<file path="config.mk">
export PLATFORM = sky130hd
export DESIGN_NAME = tim_ocref_gen
export DESIGN_NICKNAME = d
export VERILOG_FILES = /design/src/rtl/tim_ocref_gen.sv
export SDC_FILE = /design/constraint.sdc
export NUM_CORES = 1
export LEC_CHECK = 0
export ABC_AREA = 1
export BUFFER_PORTS_ARGS = -buffer_cell sky130_fd_sc_hd__buf_2
export CAP_MARGIN = 15
export CORE_ASPECT_RATIO = 0.8
export CORE_MARGIN = 1
export CORE_UTILIZATION = 47
export CTS_CLUSTER_DIAMETER = 30
export DETAILED_ROUTE_END_ITERATION = 10
export GPL_ROUTABILITY_DRIVEN = 0
export PLACE_DENSITY = 0.87
export RECOVER_POWER = 25
export SYNTH_ARGS = -nofsm -noshare
export SYNTH_HDL_FRONTEND = slang
export SYNTH_SLANG_ARGS = --single-unit
</file>
<file path="constraint.sdc">
create_clock -name clk -period 2.3 [get_ports clk]
set_input_delay 0.115 -clock clk [delete_from_list [all_inputs] [get_ports clk]]
set_output_delay 0.115 -clock clk [all_outputs]
set_load 0.02 [all_outputs]
</file>
<file path="src/rtl/tim_ocref_gen.sv">
module tim_ocref_gen #(
  parameter int CNT_W = 16
) (
  input  logic             clk,
  input  logic             rst_n,
  input  logic [CNT_W-1:0] cnt,
  input  logic             cnt_down,
  input  logic             upd_evt,
  input  logic             trg_evt,
  input  logic [CNT_W-1:0] cmp_a,
  input  logic [CNT_W-1:0] cmp_b,
  input  logic [16:0]      ctl_a,
  input  logic [16:0]      ctl_b,
  output logic             ref_a,
  output logic             ref_b,
  output logic             ref_comb
);

  localparam int MODE_W = 4;

  logic [MODE_W-1:0] mode_a, mode_b;
  logic armed_q, armed_now;
  logic nxt_a, nxt_b, nxt_c;

  assign mode_a    = {ctl_a[16], ctl_a[6:4]};
  assign mode_b    = {ctl_b[16], ctl_b[6:4]};
  assign armed_now = trg_evt | (armed_q & ~upd_evt);

  function automatic logic level(input logic [MODE_W-1:0] m, input logic cur,
                                 input logic [CNT_W-1:0] c, input logic [CNT_W-1:0] k,
                                 input logic dn, input logic arm);
    logic pw, hit, op;
    pw  = dn ? (c <= k) : (c < k);
    hit = (c == k);
    op  = arm ? pw : ~dn;
    case (m)
      4'd0:  level = cur;
      4'd1:  level = hit ? 1'b1 : cur;
      4'd2:  level = hit ? 1'b0 : cur;
      4'd3:  level = hit ? ~cur : cur;
      4'd4:  level = 1'b0;
      4'd5:  level = 1'b1;
      4'd6,  4'd12, 4'd14: level = pw;
      4'd7,  4'd13, 4'd15: level = ~pw;
      4'd8:  level = op;
      4'd9:  level = ~op;
      default: level = 1'b0;
    endcase
  endfunction

  assign nxt_a = level(mode_a, ref_a, cnt, cmp_a, cnt_down, armed_now);
  assign nxt_b = level(mode_b, ref_b, cnt, cmp_b, cnt_down, armed_now);

  always_comb begin
    case (mode_a)
      4'd12:        nxt_c = nxt_a | nxt_b;
      4'd13:        nxt_c = nxt_a & nxt_b;
      4'd14, 4'd15: nxt_c = cnt_down ? nxt_b : nxt_a;
      default:      nxt_c = nxt_a;
    endcase
  end

  always_ff @(posedge clk or negedge rst_n) begin
    if (!rst_n) begin
      armed_q  <= 1'b0;
      ref_a    <= 1'b0;
      ref_b    <= 1'b0;
      ref_comb <= 1'b0;
    end else begin
      armed_q  <= armed_now;
      ref_a    <= nxt_a;
      ref_b    <= nxt_b;
      ref_comb <= nxt_c;
    end
  end

  assert_frozen_hold_R3: assert property (@(posedge clk) disable iff (!rst_n)
    $past(mode_a) == 4'd0 |-> $stable(ref_a));
  assert_force_low_R4: assert property (@(posedge clk) disable iff (!rst_n)
    $past(mode_a) == 4'd4 |-> !ref_a);
  assert_force_high_R4: assert property (@(posedge clk) disable iff (!rst_n)
    $past(mode_a) == 4'd5 |-> ref_a);
  assert_pwm_up_R5: assert property (@(posedge clk) disable iff (!rst_n)
    $past(mode_a == 4'd6 && !cnt_down) |-> ref_a == $past(cnt < cmp_a));
  assert_reserved_low_R8: assert property (@(posedge clk) disable iff (!rst_n)
    ($past(mode_a) == 4'd10 || $past(mode_a) == 4'd11) |-> !ref_a);
  assert_comb_or_R9: assert property (@(posedge clk) disable iff (!rst_n)
    $past(mode_a) == 4'd12 |-> ref_comb == (ref_a | ref_b));
  assert_comb_and_R9: assert property (@(posedge clk) disable iff (!rst_n)
    $past(mode_a) == 4'd13 |-> ref_comb == (ref_a & ref_b));
  assert_asym_up_R10: assert property (@(posedge clk) disable iff (!rst_n)
    $past(mode_a >= 4'd14 && !cnt_down) |-> ref_comb == ref_a);
  assert_asym_down_R10: assert property (@(posedge clk) disable iff (!rst_n)
    $past(mode_a >= 4'd14 && cnt_down) |-> ref_comb == ref_b);
  assert_comb_pass_R11: assert property (@(posedge clk) disable iff (!rst_n)
    $past(mode_a) < 4'd12 |-> ref_comb == ref_a);

endmodule

</file>
* After elaboration in Yosys (flattened, before gate mapping)
Index checks and enable logic that the tools add are counted.
** Word-level totals
- Register bits :: 4
- Latch bits :: 0
- Bits in writable memories :: 0
- Bits in read-only memories :: 0
- Bits of input ports :: 87
- Output and inout port bits :: 3
- Word-level logic and storage cells :: 67
- Memories :: 0
** Operators by class
- Add/subtract/negate cells :: 0
- $mul :: 0
- Div/mod/pow operators :: 0
- $lt $le $gt $ge :: 4
- Equality and inequality tests :: 26
- Shifts and indexed selects :: 0
- Multiplexer cells :: 14
- Bitwise operators :: 12
- Reductions and logical operators :: 7
** Operator list (count)
- == test 4 bit (second input constant) :: 12
- == test 16 bit :: 2
- less-or-equal comparator 16 bit :: 2
- less-than comparator 16 bit :: 2
- == test 4 x 3 -> 1 bit (second input constant) :: 6
- one-hot mux 1 bit (9 select lines) :: 2
- == test 4 x 2 -> 1 bit (second input constant) :: 4
- OR reduction 3 bit :: 4
- 2-to-1 mux 1 bit :: 11
- == test 4 x 1 -> 1 bit (second input constant) :: 2
- zero test 4 bit :: 2
- NOT 1 bit :: 8
- one-hot mux 1 bit (3 select lines) :: 1
- AND 1 bit :: 2
- bitwise OR 1 bit :: 2
- OR reduction 2 bit :: 1

* Depth between registers and ports, before layout
Gate-level depths: netlist (run 1).
- Depth after elaboration :: 8
- Mapped depth :: 20
- Mapped depth without buffers :: 20

* Worst setup path before layout (run 1)
Ideal clock, no wire load.
- Kind :: input port to flip-flop
- From :: input cmp_a[15]
- To :: register ref_comb
- Library setup time :: 117 ps
- Arrival :: 1879 ps
- Data required time :: 2183 ps
- Setup slack :: 305 ps
- Stages on the path :: 20
- Path buffers :: 0
- Path through :: inv_1 -> ha_1 -> nand2_1 -> nor2_2 -> nand2_1 -> inv_1 -> nand4_1 -> ha_1 -> nand3_1 -> o211ai_2 -> nand2_2 -> inv_2 -> o21ai_0 -> nand2_1 -> nor2_2 -> nand3_2 -> nand2_1 -> nand2_1 -> nand2_1 -> nand2_1
** On the way
- Word-level cells in the longest chain between the ends :: 7
- Elaborated cells on any way between the ends :: 15
- Those cells by class :: order compare (2); eq/ne (1); mux (8); bitwise (4)
** Ends and longest elaborated chain
- from (decl) :: line 10 : input logic [CNT_W-1:0] cmp_a,
- less-than comparator 16 bit or less-or-equal comparator 16 bit (tied branches) :: line 33 : pw = dn ? (c <= k) : (c < k);
- 2-to-1 mux 1 bit :: line 33
- 2-to-1 mux 1 bit :: line 35 : op = arm ? pw : ~dn;
- NOT 1 bit :: line 46 : 4'd9: level = ~op;
- one-hot mux 1 bit (9 select lines) (*) :: line 36 : case (m)
- net nxt_a :: line 23 : logic nxt_a, nxt_b, nxt_c;
- 2-to-1 mux 1 bit (tied with other cells) :: line 58 : 4'd14, 4'd15: nxt_c = cnt_down ? nxt_b : nxt_a;
- one-hot mux 1 bit (3 select lines) (*) :: line 55 : case (mode_a)
- net nxt_c :: line 23
- to (signal assigned) :: line 73 : ref_comb <= nxt_c;
- to (decl) :: line 16 : output logic ref_comb
Mark *: on every way through the listed nets, which the timed path passes. The rest lies on a longest branch.

* Worst setup path after layout (run 1)
- From :: input cnt[15]
- To :: register ref_comb
** On the way
- Word-level cells in the longest chain between the ends :: 7
- Elaborated cells on any way between the ends :: 26
- Those cells by class :: order compare (4); eq/ne (2); mux (14); bitwise (6)
** Ends and longest elaborated chain
- from (decl) :: line 6 : input logic [CNT_W-1:0] cnt,
- less-than comparator 16 bit or less-or-equal comparator 16 bit (tied branches) :: line 33
- 2-to-1 mux 1 bit :: line 33
- 2-to-1 mux 1 bit :: line 35
- NOT 1 bit :: line 46
- one-hot mux 1 bit (9 select lines) (*) :: line 36
- net nxt_a :: line 23
- 2-to-1 mux 1 bit (tied with other cells) :: line 58
- one-hot mux 1 bit (3 select lines) (*) :: line 55
- net nxt_c :: line 23
Marks and branches as above.

==> PnR_summary.wiki, run 1 <==
{| class="wikitable"
! Metric !! Value
|-
| Run status || finished clean
|-
| Die width || 63.3 um
|-
| Unique masters post-synth || 25
|-
| Final setup fails || 0
|-
| Final Hold Viols || 0
|-
| Wire length of the first global-routing pass || 5.22 mm
|-
| Count of boundary I/O pins || 90
|-
| Clock tree sinks || 4
|-
| Worst-case setup margin in the final layout || 0.259 ns
|-
| Sequential-to-total area share from yosys stat || 0.0708
|-
| Count of flip-flops with a built-in enable after synthesis || 0
|-
| CTS tree || done
|-
| Number of buffers on the longest clock path || 2
|-
| Cells on Worst Hold Path || 3
|-
| TritonCTS Buffers || 3
|-
| Fin crit share || 0.887
|-
| Mean routed wirelength per cell || 8.89 um
|-
| All-Layer GR Usage || 0.198
|-
| Proportion of netlist area held by the largest area contributor || 0.319
|-
| Gates resized, CTS repair || 0
|-
| Antenna violations before repair || 0
|-
| Cell types occupying the most area after synthesis || sky130_fd_sc_hd__ha_1, sky130_fd_sc_hd__inv_1, sky130_fd_sc_hd__nand2_1
|-
| Cell with the biggest individual delay on the critical path || sky130_fd_sc_hd__ha_1
|-
| Placement-stage worst setup slack || 0.00946 ns
|-
| Clock latency at the later pin of the worst-skew pair || 0.22 ns
|-
| Post-synth net total || 348
|-
| Core footprint || 0.00281 sq mm
|-
| Endpoint arrival time on the critical path || 2.14 ns
|-
| Clock period minus final worst setup slack || 2.04 ns
|-
| Number of register bits inferred by synthesis || 4
|-
| Number of cells after detailed placement || 328
|-
| Number of global-route vias before repair || 1416
|-
| Max_slew headroom || 0.837
|-
| DR vias/cell || 4.67
|-
| Layout area overhead || 30.3%
|-
| Largest net degree at the start of global routing || 7
|-
| Highest ir drop seen on vdd || 0.609 mV
|-
| Total gr overflow || 0
|-
| Maximum level of the CTS H-tree || 1
|-
| Number of DRC markers after the initial detailed-route iteration || 26
|-
| DRC || 0
|-
| Highest fanout seen on the critical path || 3
|-
| Highest clock rate || 0.490 GHz
|-
| Instance count of the mapped netlist || 225
|-
| Yosys warning total || 0
|-
| Slew of the pin with the lowest slew margin || 0.243 ns
|-
| Post-CTS Setup Bufs || 0
|-
| Register-to-Register Path Depth || 14
|-
| Synthesized area divided by synthesized cell count || 6.28 sq um
|-
| Async set-reset flop share out of synthesis || 1.00
|-
| Startpoint-to-endpoint class of the critical path || in2reg
|-
| IO buf count || 63
|-
| Number of pins with negative max-slew slack in the final report || 0
|-
| Kind of launch point of the worst setup path || primary input
|-
| Starting density of the core || 0.504
|-
| Post-route insts no fill || 332
|-
| Share of final-layout standard cells stronger than drive strength 1 || 0.293
|-
| Ordered cell list for the critical path || buf_2 > ha_1 > nand2_1 > nor2_2 > nand2_1 > inv_1 > nand4_1 > ha_1 > nand3_1 > o211ai_2 > nand2_2 > inv_2 > o21ai_0 > nand2_1 > nor2_2 > nand3_2 > nand2_1 > nand2_1 > nand2_1 > nand2_1
|-
| Worst Hold Class || in2reg
|-
| Max-cap check violation count || 0
|-
| Most repeated library cell on the critical path || sky130_fd_sc_hd__nand2_1
|-
| Count of filler cells inserted in the layout || 281
|-
| Post-Route Setup TNS || 0 ns
|-
| Unrepaired setup endpoints after global routing || no
|-
| Largest stage delay on the critical path || 0.31 ns
|-
| Total wire length after detailed routing || 2.95 mm
|-
| Worst Setup End Kind || register
|-
| N_diodes || 0
|-
| Netlist area before placement || 0.00141 sq mm
|-
| Row count || 17
|-
| Detailed-routing iteration count for the pre-antenna-repair pass || 4
|-
| Vias post-DR || 1552
|-
| Post-synth top area cell || sky130_fd_sc_hd__ha_1
|-
| Worst clock skew || 0.00587 ns
|-
| Cell area power density || 292 mW/mm^2
|-
| Clock root cell || sky130_fd_sc_hd__clkbuf_8
|-
| ANT nets after route || 0
|-
| # nets final || 419
|-
| Die Y || 51.1 um
|-
| Required time reported for the critical path endpoint || 2.40 ns
|-
| Register clock-pin slew on the reported worst setup and hold paths || 0.03 ns
|-
| Die Footprint || 0.00323 sq mm
|-
| Most used flip-flop cell after synthesis || sky130_fd_sc_hd__dfrtp_1
|-
| Lkg Pwr || 1.18 nW
|-
| Sum of net half-perimeters after detailed placement || 2.72 mm
|}
layout by cell type, fill, tap and decap left out, types with 4 or more instances in the layout:
cell / synthesis / final
sky130_fd_sc_hd__buf_2: 0 / 62
sky130_fd_sc_hd__inv_1: 56 / 56
sky130_fd_sc_hd__nand2_1: 46 / 46
sky130_fd_sc_hd__ha_1: 36 / 36
sky130_fd_sc_hd__a21oi_1: 15 / 15
sky130_fd_sc_hd__nand3_1: 14 / 14
sky130_fd_sc_hd__nor2_1: 9 / 9
sky130_fd_sc_hd__nor3_1: 6 / 6
sky130_fd_sc_hd__nand2_2: 5 / 5
sky130_fd_sc_hd__o21ai_0: 4 / 4
sky130_fd_sc_hd__inv_2: 4 / 4
sky130_fd_sc_hd__nand4_1: 4 / 4
sky130_fd_sc_hd__nor2_2: 4 / 4
sky130_fd_sc_hd__dfrtp_1: 4 / 4
cells in the mapped netlist (2+ instances only):
cell type and n:
sky130_fd_sc_hd__nand2_1 46, sky130_fd_sc_hd__inv_1 56, sky130_fd_sc_hd__nand3_2 3, sky130_fd_sc_hd__nor2_2 4, sky130_fd_sc_hd__nand2_2 5, sky130_fd_sc_hd__o21a_1 2
sky130_fd_sc_hd__a211oi_1 3, sky130_fd_sc_hd__o21ai_1 2, sky130_fd_sc_hd__ha_1 36, sky130_fd_sc_hd__a21oi_1 15, sky130_fd_sc_hd__nor3_1 6, sky130_fd_sc_hd__inv_2 4
sky130_fd_sc_hd__o21ai_0 4, sky130_fd_sc_hd__nand3_1 14, sky130_fd_sc_hd__nor2_1 9, sky130_fd_sc_hd__nand4_1 4, sky130_fd_sc_hd__dfrtp_1 4
where the power goes:
group	switching, mW	leakage (nW)	total, mW	internal, mW
sequential	0.00542	0.0482	0.0863	0.0809
clock	0.0371	0.0216	0.149	0.112
combinational	0.169	1.11	0.304	0.135
metrics by stage:
step                      hold slack [ns]  total power [mW]  instance area (sq um)   util
after floorplan                    -0.181             0.281                   1410      -
after global placement            -0.0786             0.382                   1790  0.638
after detailed placement          -0.0793             0.392                   1790  0.638
after CTS                           0.155             0.546                   1840  0.656
after global routing                0.184             0.597                   1840  0.656
final                               0.156             0.539                   1840  0.656
path summary, 6_finish.rpt:
check,slack [ns],start,to
min in group asynchronous,0.25,rst_n,ref_b
min reg2reg,0.53,armed_q,armed_q
max in group asynchronous,1.86,rst_n,ref_comb
max reg2reg,0.60,ref_a,ref_comb
min,0.16,trg_evt,armed_q
max,0.26,cnt[15],ref_comb
final cells by class:
type / count / area, sq um / share of cell area
Clock buffer: 3 / 41.3 / 0.0224
Inverter: 60 / 225 / 0.122
Multi-Input combinational cell: 161 / 1090 / 0.591
Sequential cell: 4 / 100 / 0.0543
Tap cell: 38 / 47.5 / 0.0258
Timing Repair Buffer: 66 / 339 / 0.184
state kept, by name, summed over array words and instances, names as in the netlist:
signal / flops
armed_q: 1
ref_a: 1
ref_comb: 1
ref_b: 1
layer usage:
layer  vias to the layer above  track usage  routed length, um
met5                         -            0                  0
met1                       637        0.256               1450
li1                        865            -                  -
met2                        48        0.358               1320
met4                         0       0.0227                  8
met3                         2       0.0290                178
cell families after synthesis:
group	Yosys count	share of synthesized area
DFF	4	0.0708
AOI/OAI and AO/OA	29	0.119
buffers and inverters	60	0.159
adders and majority gates	36	0.319
and+or+nand+nor	96	0.332
what timing repair did:
item | in CTS | in global routing
endpoints found under the hold margin | 4 | 0
endpoints found under the setup margin | 0 | 0
hold buffers | 1 | 0
critical path, delay by kind of cell:
family                     cells  cell delay (ns)
and+or+nand+nor               13             1.02
adders and majority gates      2             0.60
AOI/OAI and AO/OA              2             0.22
buffers and inverters          3             0.20
Power figures use the tool's default switching activity.
==> run 2, diff against run 1 <==
- CORE_ASPECT_RATIO: 0.8 -> 1.2
==> run 2 against run 1 <==
Effect of this change:
- die area hardly changed
- clock power down 40%
- setup slack improved by 0.083 ns
- global-route usage grew 0.33 points
- sequential power up 1%
- critical path depth is the same
- largest cell class unchanged
- hold slack got worse by 0.012 ns
- utilization fell by 1.3 points
- design area is 0.88% lower
==> PnR_summary.wiki, run 2 (synthesized netlist as in run 1, its figures left out) <==
{| class="wikitable"
! Metric !! Value
|-
| Run status || finished clean
|-
| Core footprint || 0.00284 sq mm (+1.1%)
|-
| Final setup fails || 0 (unchanged)
|-
| Worst Hold Slack || 0.144 ns (-0.0122 ns)
|-
| Antenna violations before repair || 0 (unchanged)
|-
| Clock root cell || sky130_fd_sc_hd__clkbuf_4
|-
| ANT nets after route || 0 (unchanged)
|-
| Highest clock rate || 0.511 GHz (+4.2%)
|-
| Number of pins with negative max-slew slack in the final report || 0 (unchanged)
|-
| Register clock-pin slew on the reported worst setup and hold paths || 0.04 ns (about the same)
|-
| Count of filler cells inserted in the layout || 271 (-3.6%)
|-
| Row count || 21 (+4)
|-
| Wire length of the first global-routing pass || 4.94 mm (-5.3%)
|-
| Starting density of the core || 0.498 (-0.00533)
|-
| Number of DRC markers after the initial detailed-route iteration || 20 (-23%)
|-
| Worst-case setup margin in the final layout || 0.342 ns (+0.0827 ns)
|-
| Ordered cell list for the critical path || buf_2 > ha_1 > nand2_1 > nor2_2 > nand2_1 > inv_1 > nand4_1 > ha_1 > nand3_1 > o211ai_2 > nand2_2 > inv_2 > o21ai_1 > nand2_1 > nor2_2 > nand3_2 > nand2_1 > nand2_1 > nand2_1 > nand2_1
|-
| Post-Route Setup TNS || 0 ns (unchanged)
|-
| N_diodes || 0 (unchanged)
|-
| Die Footprint || 0.00323 sq mm (about the same)
|-
| Endpoint arrival time on the critical path || 2.09 ns (-0.05 ns)
|-
| Most frequent standard cell in the layout excluding fill and tap cells || sky130_fd_sc_hd__buf_2
|-
| Die width || 52.1 um (-18%)
|-
| All-Layer GR Usage || 0.201 (+0.00326)
|-
| Clock tree sinks || 4 (unchanged)
|-
| Number of global-route vias before repair || 1426 (+0.71%)
|-
| Delay-heaviest family, CP || simple AND/OR/NAND/NOR gates
|-
| Sequential Area || 100 sq um (unchanged)
|-
| TritonCTS Buffers || 3 (unchanged)
|-
| Lkg Pwr || 1.18 nW (-0.25%)
|-
| Fin crit share || 0.851 (-0.0360)
|-
| Highest ir drop seen on vdd || 0.285 mV (-53%)
|-
| DR vias/cell || 4.81 (+2.9%)
|-
| Required time reported for the critical path endpoint || 2.43 ns (+0.03 ns)
|-
| Max-cap check violation count || 0 (unchanged)
|-
| Sum of net half-perimeters after detailed placement || 2.78 mm (+2.2%)
|-
| Worst Setup End Kind || register
|-
| Share of final-layout standard cells stronger than drive strength 1 || 0.295 (+0.00240)
|-
| Total gr overflow || 0 (unchanged)
|-
| Die Y || 62.1 um (+22%)
|-
| Footprint of the multi-input gates || 0.00109 sq mm (unchanged)
|-
| Post-route cell area || 0.00183 sq mm (-0.88%)
|-
| Clock period minus final worst setup slack || 1.96 ns (-0.0827 ns)
|-
| CTS tree || done
|-
| Count of boundary I/O pins || 90 (unchanged)
|-
| Clock latency at the later pin of the worst-skew pair || 0.24 ns (+0.02 ns)
|-
| Worst Hold Class || in2reg
|-
| Maximum level of the CTS H-tree || 1 (unchanged)
|-
| Cell area power density || 263 mW/mm^2 (-9.9%)
|-
| DRC || 0 (unchanged)
|-
| Worst clock skew || 0.00640 ns (+0.000528 ns)
|-
| Kind of launch point of the worst setup path || primary input
|-
| Slew of the pin with the lowest slew margin || 0.228 ns (-0.0157 ns)
|-
| Unrepaired setup endpoints after global routing || no
|-
| Layout area overhead || 29.1%
|-
| Startpoint-to-endpoint class of the critical path || in2reg
|-
| Final Hold Viols || 0 (unchanged)
|-
| Vias post-DR || 1583 (+2.0%)
|-
| Largest stage delay on the critical path || 0.30 ns (about the same)
|-
| Cell with the biggest individual delay on the critical path || sky130_fd_sc_hd__ha_1
|-
| IO buf count || 63 (unchanged)
|-
| Placement-stage worst setup slack || 0.0428 ns (+0.0334 ns)
|-
| Largest net degree at the start of global routing || 7 (unchanged)
|-
| Max_slew headroom || 0.847 (+0.0100)
|-
| Crit path buf inv count || 3 (unchanged)
|-
| Number of buffers on the longest clock path || 2 (unchanged)
|-
| Most repeated library cell on the critical path || sky130_fd_sc_hd__nand2_1
|-
| # nets final || 420 (+0.24%)
|-
| Mean routed wirelength per cell || 9.26 um (+4.2%)
|-
| Detailed-routing iteration count for the pre-antenna-repair pass || 5 (+1)
|-
| Total wire length after detailed routing || 3.05 mm (+3.3%)
|-
| Post-CTS Setup Bufs || 0 (unchanged)
|-
| Top library cells by usage in the layout, fill and taps aside || sky130_fd_sc_hd__buf_2, sky130_fd_sc_hd__inv_1, sky130_fd_sc_hd__nand2_1
|-
| Highest fanout seen on the critical path || 3 (unchanged)
|-
| Standard cell area after detailed placement || 0.00179 sq mm (+0.14%)
|}
## run 2: cell count changes in the layout (fill, tap and decap cells not counted)
cell / previous run / this run
sky130_fd_sc_hd__buf_4: 2 / 3
sky130_fd_sc_hd__clkbuf_4: 0 / 3
sky130_fd_sc_hd__o21ai_1: 2 / 3
sky130_fd_sc_hd__clkbuf_8: 3 / 0
sky130_fd_sc_hd__o21ai_0: 4 / 3
## run 2: final timing paths
kind	from	end	slack (ns)	depth (start not counted)
max	cnt[15]	ref_comb	0.34	20
min	trg_evt	armed_q	0.14	3
max reg2reg	ref_a	ref_comb	0.63	14
min reg2reg	armed_q	armed_q	0.54	2
max in group asynchronous	rst_n	ref_b	1.90	2
min in group asynchronous	rst_n	ref_a	0.22	2
## run 2: metal layers
metal  share of wire  wire [um]  track usage
met1            0.41       1260        0.197
met2            0.52       1570        0.414
met3           0.052        159       0.0243
met4           0.019         59       0.0927
met5               0          0            0
## run 2: repair_timing
action / CTS / global route
setup endpoints to repair: 0 / 1
resized for setup: 0 / 1
hold endpoints to repair: 4 / 0
hold buffers: 1 / 0
## run 2: stage by stage
step	power, mW	instances	util
5_1_grt	0.539	329	0.643
6_report	0.481	329	0.643
3_5_place_dp	0.394	325	0.632
4_1_cts	0.489	329	0.644
3_3_place_gp	0.384	325	0.632
2_1_floorplan	0.281	225	-
## run 2: area by class of cell
| type | instances | area share |
|---|---|---|
| multi-input cells | 161 | 0.596 |
| repair buffers | 67 | 0.190 |
| inverters | 60 | 0.123 |
| flip-flops and latches | 4 | 0.0548 |
| well taps | 34 | 0.0233 |
| clock buffers | 3 | 0.0123 |
## run 2: power by group
group          leakage [nW]  internal (mW)  switching (mW)  total (mW)
logic                  1.12          0.137           0.168       0.304
registers            0.0482         0.0808         0.00668      0.0875
clock network        0.0138         0.0585          0.0308      0.0892
total                  1.18          0.276           0.205       0.481
## run 2: worst min-delay path, cell delays in order
cell	delay, ns
sky130_fd_sc_hd__buf_2	0.08
sky130_fd_sc_hd__a21oi_1	0.04
sky130_fd_sc_hd__inv_1	0.10
